**src/rtl/irq_arb_pkg.sv**
```systemverilog
package irq_arb_pkg;
  localparam int PRIO_W = 5;
  localparam int LVL_W  = 4;

  typedef enum logic [1:0] {
    WIN_NONE = 2'd0,
    WIN_CHIP = 2'd1,
    WIN_EXT  = 2'd2,
    WIN_NMI  = 2'd3
  } win_kind_e;

  // A 5-bit priority is reported to the CPU with its lowest bit dropped.
  function automatic logic [LVL_W-1:0] prio_to_lvl(input logic [PRIO_W-1:0] p);
    return p[PRIO_W-1:1];
  endfunction
endpackage

```
**src/rtl/irq_prio_regs.sv**
```systemverilog
module irq_prio_regs
  import irq_arb_pkg::*;
#(
  parameter int NUM_SRC = 8,
  parameter int IDX_W   = $clog2(NUM_SRC)
) (
  input  logic                      clk,
  input  logic                      rst,
  input  logic                      wr_en,
  input  logic [IDX_W-1:0]          wr_idx,
  input  logic [PRIO_W-1:0]         wr_data,
  output logic [NUM_SRC*PRIO_W-1:0] prio_flat
);
  for (genvar g = 0; g < NUM_SRC; g++) begin : g_src
    logic [PRIO_W-1:0] prio_q;
    always_ff @(posedge clk) begin
      if (rst) begin
        prio_q <= '0;
      end else if (wr_en && (wr_idx == IDX_W'(g))) begin
        prio_q <= wr_data;
      end
    end
    assign prio_flat[g*PRIO_W +: PRIO_W] = prio_q;
  end
endmodule

```
**src/rtl/irq_chip_arb.sv**
```systemverilog
module irq_chip_arb
  import irq_arb_pkg::*;
#(
  parameter int NUM_SRC = 8,
  parameter int IDX_W   = $clog2(NUM_SRC)
) (
  input  logic [NUM_SRC-1:0]        req,
  input  logic [NUM_SRC*PRIO_W-1:0] prio_flat,
  output logic                      chip_valid,
  output logic [PRIO_W-1:0]         chip_prio,
  output logic [IDX_W-1:0]          chip_idx
);
  logic [NUM_SRC-1:0] eligible;

  // Priorities 0x00 and 0x01 reduce to level 0 and never compete.
  for (genvar g = 0; g < NUM_SRC; g++) begin : g_elig
    assign eligible[g] = req[g] &&
                         (prio_to_lvl(prio_flat[g*PRIO_W +: PRIO_W]) != '0);
  end

  // Scan upward with a strict compare, so the lowest index keeps an equal tie.
  always_comb begin
    chip_valid = 1'b0;
    chip_prio  = '0;
    chip_idx   = '0;
    for (int i = 0; i < NUM_SRC; i++) begin
      if (eligible[i] &&
          (!chip_valid || (prio_flat[i*PRIO_W +: PRIO_W] > chip_prio))) begin
        chip_valid = 1'b1;
        chip_prio  = prio_flat[i*PRIO_W +: PRIO_W];
        chip_idx   = IDX_W'(i);
      end
    end
  end
endmodule

```
**src/rtl/irq_final_sel.sv**
```systemverilog
module irq_final_sel
  import irq_arb_pkg::*;
#(
  parameter int                 IDX_W         = 3,
  parameter int                 CODE_W        = 12,
  parameter logic [CODE_W-1:0]  CODE_BASE     = 12'h400,
  parameter logic [CODE_W-1:0]  CODE_STEP     = 12'h020,
  parameter logic [CODE_W-1:0]  EXT_CODE_BASE = 12'h200,
  parameter logic [CODE_W-1:0]  NMI_CODE      = 12'h1C0
) (
  input  logic                 chip_valid,
  input  logic [PRIO_W-1:0]    chip_prio,
  input  logic [IDX_W-1:0]     chip_idx,
  input  logic [LVL_W-1:0]     ext_lvl,
  input  logic                 nmi,
  input  logic [LVL_W-1:0]     cpu_mask,
  output win_kind_e            win_kind,
  output logic [LVL_W-1:0]     win_lvl,
  output logic [CODE_W-1:0]    win_code,
  output logic                 pend_next
);
  logic [LVL_W-1:0] chip_lvl;
  logic             ext_take;

  assign chip_lvl = prio_to_lvl(chip_prio);
  assign ext_take = (ext_lvl != '0) && (!chip_valid || (ext_lvl >= chip_lvl));

  always_comb begin
    if (nmi) begin
      win_kind = WIN_NMI;
      win_lvl  = '1;
      win_code = NMI_CODE;
    end else if (ext_take) begin
      win_kind = WIN_EXT;
      win_lvl  = ext_lvl;
      win_code = EXT_CODE_BASE + CODE_W'(ext_lvl) * CODE_STEP;
    end else if (chip_valid) begin
      win_kind = WIN_CHIP;
      win_lvl  = chip_lvl;
      win_code = CODE_BASE + CODE_W'(chip_idx) * CODE_STEP;
    end else begin
      win_kind = WIN_NONE;
      win_lvl  = '0;
      win_code = '0;
    end
  end

  assign pend_next = nmi || (win_lvl > cpu_mask);
endmodule

```
**src/rtl/irq_prio_arb.sv**
```systemverilog
module irq_prio_arb
  import irq_arb_pkg::*;
#(
  parameter int                 NUM_SRC       = 8,
  parameter int                 IDX_W         = $clog2(NUM_SRC),
  parameter int                 CODE_W        = 12,
  parameter logic [CODE_W-1:0]  CODE_BASE     = 12'h400,
  parameter logic [CODE_W-1:0]  CODE_STEP     = 12'h020,
  parameter logic [CODE_W-1:0]  EXT_CODE_BASE = 12'h200,
  parameter logic [CODE_W-1:0]  NMI_CODE      = 12'h1C0
) (
  input  logic               clk,
  input  logic               rst,
  input  logic               wr_en,
  input  logic [IDX_W-1:0]   wr_idx,
  input  logic [4:0]         wr_data,
  input  logic [NUM_SRC-1:0] req,
  input  logic [3:0]         ext_lvl,
  input  logic               nmi,
  input  logic [3:0]         cpu_mask,
  input  logic               ack,
  output logic               irq_pend,
  output logic [3:0]         irq_lvl,
  output logic [CODE_W-1:0]  evt_code
);
  logic [NUM_SRC*PRIO_W-1:0] prio_flat;
  logic                      chip_valid;
  logic [PRIO_W-1:0]         chip_prio;
  logic [IDX_W-1:0]          chip_idx;
  win_kind_e                 win_kind;
  logic [LVL_W-1:0]          win_lvl;
  logic [CODE_W-1:0]         win_code;
  logic                      pend_next;

  irq_prio_regs #(.NUM_SRC(NUM_SRC), .IDX_W(IDX_W)) u_regs (
    .clk(clk), .rst(rst), .wr_en(wr_en), .wr_idx(wr_idx),
    .wr_data(wr_data), .prio_flat(prio_flat)
  );

  irq_chip_arb #(.NUM_SRC(NUM_SRC), .IDX_W(IDX_W)) u_chip (
    .req(req), .prio_flat(prio_flat), .chip_valid(chip_valid),
    .chip_prio(chip_prio), .chip_idx(chip_idx)
  );

  irq_final_sel #(
    .IDX_W(IDX_W), .CODE_W(CODE_W), .CODE_BASE(CODE_BASE),
    .CODE_STEP(CODE_STEP), .EXT_CODE_BASE(EXT_CODE_BASE), .NMI_CODE(NMI_CODE)
  ) u_sel (
    .chip_valid(chip_valid), .chip_prio(chip_prio), .chip_idx(chip_idx),
    .ext_lvl(ext_lvl), .nmi(nmi), .cpu_mask(cpu_mask),
    .win_kind(win_kind), .win_lvl(win_lvl), .win_code(win_code),
    .pend_next(pend_next)
  );

  always_ff @(posedge clk) begin
    if (rst) begin
      irq_pend <= 1'b0;
      irq_lvl  <= '0;
      evt_code <= '0;
    end else begin
      irq_pend <= pend_next;
      irq_lvl  <= win_lvl;
      if (ack && (win_kind != WIN_NONE)) begin
        evt_code <= win_code;
      end
    end
  end
endmodule

```
**config.mk**
```make
export PLATFORM = sky130hd
export DESIGN_NAME = irq_prio_arb
export DESIGN_NICKNAME = d
export VERILOG_FILES = /design/src/rtl/irq_arb_pkg.sv /design/src/rtl/irq_prio_regs.sv /design/src/rtl/irq_chip_arb.sv /design/src/rtl/irq_final_sel.sv /design/src/rtl/irq_prio_arb.sv
export SDC_FILE = /design/constraint.sdc
export NUM_CORES = 1
export LEC_CHECK = 0
export BUFFER_PORTS_ARGS = -buffer_cell sky130_fd_sc_hd__clkbuf_2
export CORE_UTILIZATION = 45
export CTS_CLUSTER_SIZE = 12
export DETAILED_ROUTE_END_ITERATION = 10
export GPL_TIMING_DRIVEN = 1
export MAX_ROUTING_LAYER = met4
export PLACE_DENSITY = 0.74
export SLEW_MARGIN = 25
export SYNTH_ARGS = -nofsm -noshare
export SYNTH_HDL_FRONTEND = slang
export SYNTH_HIERARCHICAL = 1
export SYNTH_SLANG_ARGS = --single-unit
```
**constraint.sdc**
```tcl
create_clock -name clk -period 15.5 [get_ports clk]
set_input_delay 0.775 -clock clk [delete_from_list [all_inputs] [get_ports clk]]
set_output_delay 0.775 -clock clk [all_outputs]
set_load 0.02 [all_outputs]
```
-- Word level (Yosys, flattened, before mapping)
Index checks and enable logic that the tools add are counted.
- $add $sub $neg: 2
- $mul: 0
- divide/modulo/power cells: 0
- magnitude comparators: 9
- equality and inequality tests: 7
- shift-type cells: 0
- multiplexer cells: 32
- bitwise logic cells: 0
- reductions and logical operators: 53
- operator list (operator ; number):
    $mux 5 ; 8
    $mux 12 ; 3
    $reduce_bool 4->1 ; 9
    $gt 5x5->1 ; 7
    $logic_and 1x1->1 ; 25
    $add 11x8->12 const A ; 1
    $eq 3x3->1 const B ; 4
    $mux 3 ; 4
    $mux 4 ; 3
    $add 10x9->11 const A ; 1
    $mux 1 ; 10
    $logic_or 1x1->1 ; 9
    $logic_not 1->1 ; 8
    $mux 2 ; 4
    $eq 3x2->1 const B ; 2
    $ge 4x4->1 ; 1
    $gt 4x4->1 ; 1
    $eq 3x1->1 const B ; 1
    $logic_not 3->1 ; 1
    $reduce_bool 2->1 ; 1
- register bits: 57
- bits in latches: 0
- memory bits (writable): 0
- bits in read-only memories: 0
- logic and storage cells: 114
- memories: 0

-- Depth between registers and ports, before layout
- depth in word-level cells: 38
- depth in mapped cells: 67
- depth with buffers taken out: 61

-- Modules after synthesis
Netlist, hierarchy kept.
- modules (own cells, without submodules) (module ; times used ; cells each ; area an instance (um^2)):
    irq_chip_arb ; 1 ; 234 ; 1780.5
    irq_prio_regs ; 1 ; 150 ; 1645.3
    irq_prio_arb ; 1 ; 63 ; 696.9
    irq_final_sel ; 1 ; 55 ; 425.4

-- Worst setup path after synthesis
Ideal clock, no wire load.
- path kind: input to register
- from: input req[0]
- to: register irq_pend
- library setup time: 0.116 ns
- data arrival time: 12.198 ns
- setup slack: 3.187 ns
- cell stages on the path: 62
- cell sequence: nand2_1 ha_1 a211oi_1 o21ai_0 o21a_1 a32oi_1 ha_1 o21ai_0 a21oi_1 o31ai_1 a21o_1 buf_6 a21o_1 ha_1 o21ai_0 a21oi_1 o31ai_1 a21oi_2 (+26 left out) a21oi_1 o21ai_0 o21a_1 o21ai_0 a21o_1 buf_2 mux2i_1 inv_1 ha_1 o211ai_1 o211ai_2 buf_6 a221o_1 ha_1 nor2b_1 o211ai_1 a21oi_1 nor2b_1
- word-level cells in the longest chain between the ends: 37
- elaborated cells on any way between the ends: 54
- those cells by class: order compare (9); mux (19); reduce/logical (26)
- ends and longest elaborated chain (what ; RTL line ; source):
    start, declared ; irq_prio_arb.sv:17 ; input logic [NUM_SRC-1:0] req,
    $logic_and 1x1->1 (*) ; irq_chip_arb.sv:17 ; assign eligible[g] = req[g] &&
    $mux 5 or $mux 1 (tied branches) ; irq_chip_arb.sv:27 ; if (eligible[i] &&
    $gt 5x5->1 or $logic_not 1->1 (tied branches) ; irq_chip_arb.sv:28 ; (!chip_valid || (prio_flat[i*PRIO_W +: PRIO_W] > chip_prio))) begin
    $logic_or 1x1->1 ; irq_chip_arb.sv:28 ;
    $logic_and 1x1->1 ; irq_chip_arb.sv:27 ;
    $mux 5 or $mux 1 (tied branches) ; irq_chip_arb.sv:27 ;
    $gt 5x5->1 or $logic_not 1->1 (tied branches) ; irq_chip_arb.sv:28 ;
    $logic_or 1x1->1 ; irq_chip_arb.sv:28 ;
    (+22 left out) ; -- ;
    named net chip_prio[2] ; irq_prio_arb.sv:28 ; logic [PRIO_W-1:0] chip_prio;
    (+1 left out) ; -- ;
    $logic_or 1x1->1 ; irq_final_sel.sv:26 ; assign ext_take = (ext_lvl != '0) && (!chip_valid || (ext_lvl >= chip_lvl));
    $logic_and 1x1->1 ; irq_final_sel.sv:26 ;
    $mux 4 (*) ; irq_final_sel.sv:33 ; end else if (ext_take) begin
    $mux 4 (*) ; irq_final_sel.sv:29 ; if (nmi) begin
    named net win_lvl[1] ; irq_prio_arb.sv:31 ; logic [LVL_W-1:0] win_lvl;
    $gt 4x4->1 (*) ; irq_final_sel.sv:48 ; assign pend_next = nmi || (win_lvl > cpu_mask);
    $logic_or 1x1->1 (*) ; irq_final_sel.sv:48 ;
    named net pend_next ; irq_prio_arb.sv:33 ; logic pend_next;
    end signal, assigned ; irq_prio_arb.sv:61 ; irq_pend <= pend_next;
    end, declared ; irq_prio_arb.sv:22 ; output logic irq_pend,
The timed path passes the listed nets; every way through them passes the cells marked *.
A chain may end at the register's enable or synchronous reset.

-- Final worst setup path
- from: register u_regs.g_src[0].prio_q[1]
- to: register irq_pend
- word-level cells in the longest chain between the ends: 38
- elaborated cells on any way between the ends: 55
- those cells by class: order compare (9); mux (19); reduce/logical (27)
- ends and longest elaborated chain (what ; RTL line ; source):
    start, declared ; irq_prio_regs.sv:15 ; logic [PRIO_W-1:0] prio_q;
    start signal, assigned ; irq_prio_regs.sv:20 ; prio_q <= wr_data;
    $reduce_bool 4->1 ; irq_chip_arb.sv:18 ; (prio_to_lvl(prio_flat[g*PRIO_W +: PRIO_W]) != '0);
    $logic_and 1x1->1 ; irq_chip_arb.sv:17 ;
    $mux 5 or $mux 1 (tied branches) ; irq_chip_arb.sv:27 ;
    $gt 5x5->1 or $logic_not 1->1 (tied branches) ; irq_chip_arb.sv:28 ;
    $logic_or 1x1->1 ; irq_chip_arb.sv:28 ;
    $logic_and 1x1->1 ; irq_chip_arb.sv:27 ;
    $mux 5 or $mux 1 (tied branches) ; irq_chip_arb.sv:27 ;
    $gt 5x5->1 or $logic_not 1->1 (tied branches) ; irq_chip_arb.sv:28 ;
    (+23 left out) ; -- ;
    named net chip_prio[4] ; irq_prio_arb.sv:28 ;
    (+1 left out) ; -- ;
    $logic_or 1x1->1 (*) ; irq_final_sel.sv:26 ;
    $logic_and 1x1->1 (*) ; irq_final_sel.sv:26 ;
    $mux 4 (*) ; irq_final_sel.sv:33 ;
    $mux 4 (*) ; irq_final_sel.sv:29 ;
    named net win_lvl[1] ; irq_prio_arb.sv:31 ;
    $gt 4x4->1 (*) ; irq_final_sel.sv:48 ;
    $logic_or 1x1->1 (*) ; irq_final_sel.sv:48 ;
    named net pend_next ; irq_prio_arb.sv:33 ;
Marked as above.

==> results.toml <==
[sta]
finClkSkew_ps = 12.7
drv_slew = 0
layout_min_cycle_time_ps = 14320
hold_viol = 0
setup_tns_ps = 0
tightest_slew_ps = 970
period_share = 0.924
hold_ws_ps = 475
max_freq_mhz = 69.8
rsz0062_at_grt = "false"
max_slew_margin = 0.353
final-setup-viol-count = 0

[critical_path]
arrival_ps = 14520
start_kind = "flip-flop"
cp_top_family = "compound AO/OA/AOI/OAI gates"
critPathMostFrequentCell = "ha_1"
crit_type = "flip-flop to flip-flop"
rrSetupSlack_ps = 1180
endpoint_kind = "flip-flop"
critPathRequiredTime_ps = 15700
path_buf_inv = 4
path_max_fanout = 15
cpMaxStageDelayCell = "o31ai_1"
slowest_delay_ps = 740

[global_routing]
grt_remaining_overflow = 0
antenna_found_initial = 0
grt_pass1_wl_um = 18000
grt_usage = 0.228
first_global_vias = 3634
grt_max_degree = 75

[flow_run]
cap_violations = 0

[clock_network]
postCtsHoldBufs = 0
post_cts_buffers = 0
cts_tree = "done"
cts_buffers = 9
clkSinkCount = 57
clk_latency_ps = 340
clock_path_buffers = 2
htree_levels = 3
postCtsResizedCells = 0
root_buffer = "clkbuf_8"
clk_pin_slew_ps = 70

[cells_and_area]
final_util = 0.504
fin_cells = 666
fin_nets = 600
antennaDiodeCount = 0
drive_gt1_frac = 0.156
syn_to_final_growth_pct = 8.63

[outcome]
outcome = "finished clean"

[die]
core_area_um2 = 9770
rows = 36
die_w_um = 102
die_h_um = 102
dieArea_um2 = 10500
start_util = 0.464
ioPinCount = 46

[routing]
viasPerCell = 5.75
routed_wl_um = 10900
vias = 3829
wl_per_cell_um = 16.3
antenna_left = 0
drtIter0Drc = 234
drc = 0
drt_pre_antenna_iters = 5

[place]
dpl.hpwl_um = 8000
globalplace.congestion = 0.871
place_inst = 650
io_buffers = 45

[logic_synthesis]
synth_warnings = 6
syn_area_um2 = 4540
avgSynthCellArea_um2 = 9.06
syn_inst = 501

[power_and_ir_drop]
leakagePower_nw = 2.26
power_density_nw_per_um2 = 84.7
ir_worst_vdd_mv = 0.0415

[worst_hold_path]
min_path_type = "flip-flop to flip-flop"
## registers in the layout, indices dropped and copies added, names as in the netlist
name	cells
u_regs/g_src.prio_q	40
irq_pend	1
irq_lvl	4
evt_code	12
## metal layers
layer,up-vias,global-route usage,wire [um]
li1,1866,-,-
met1,1824,0.294,5040
met2,121,0.359,5120
met3,18,0.0383,513
met4,0,0.0824,185
met5,-,-,0
## metrics by stage
step | power, mW | area, um2 | worst slack (ps)
after CTS | 0.419 | 4930 | 1510
after global placement | 0.272 | 4730 | 1560
final | 0.417 | 4930 | 1180
after detailed placement | 0.276 | 4730 | 1300
after floorplan | 0.252 | 4560 | 3200
after global routing | 0.441 | 4930 | 18.0
## placed cells by master, fill, tap and decap left out, drive strengths merged, types with 3 or more instances in the layout
| master | instances |
|---|---|
| nand4 | 3 |
| and3 | 4 |
| inv | 30 |
| ha | 43 |
| o22a | 4 |
| buf | 3 |
| o41ai | 5 |
| nand2 | 19 |
| nand2b | 73 |
| o221a | 4 |
| a221o | 5 |
| o31ai | 4 |
| o211ai | 6 |
| o21a | 4 |
| o21ai | 15 |
| and2 | 6 |
| nor2b | 9 |
| and4 | 3 |
| nor2 | 16 |
| nand3 | 8 |
| conb | 6 |
| clkbuf | 55 |
| dfxtp | 57 |
| a21oi | 16 |
| a21o | 8 |
| o41a | 4 |
| o21bai | 3 |
| a31oi | 4 |
| nand4b | 3 |
| mux2i | 60 |
| a211oi | 11 |
| o32ai | 4 |
| a32oi | 5 |
| or2 | 7 |
## tightest hold or removal path: stages (launching register included)
cell and delay (ps):
dfxtp_1 310, nand2b_1 60, mux2i_1 60
## layout make-up
cell class	count	area [um2]
clock inverters	5	55.1
well taps	133	166
repair buffers	47	240
fillers	902	4850
flip-flops and latches	57	1140
multi-input cells	383	3070
clock buffers	11	141
inverters	30	113
## report_power, final
group / internal, mW / switching [mW]
registers: 0.153 / 0.00470
logic: 0.0518 / 0.0659
clock network: 0.0781 / 0.0644
## final timing paths
check / from / endpoint / cells past startpoint
worst max-delay path: u_regs/g_src[0].prio_q[1] / irq_pend / 60
worst max register to register: u_regs/g_src[0].prio_q[1] / irq_pend / 60
worst min register to register: evt_code[3] / evt_code[3] / 2
worst min-delay path: evt_code[3] / evt_code[3] / 2
Note: power is estimated with default switching activity, not from simulation.
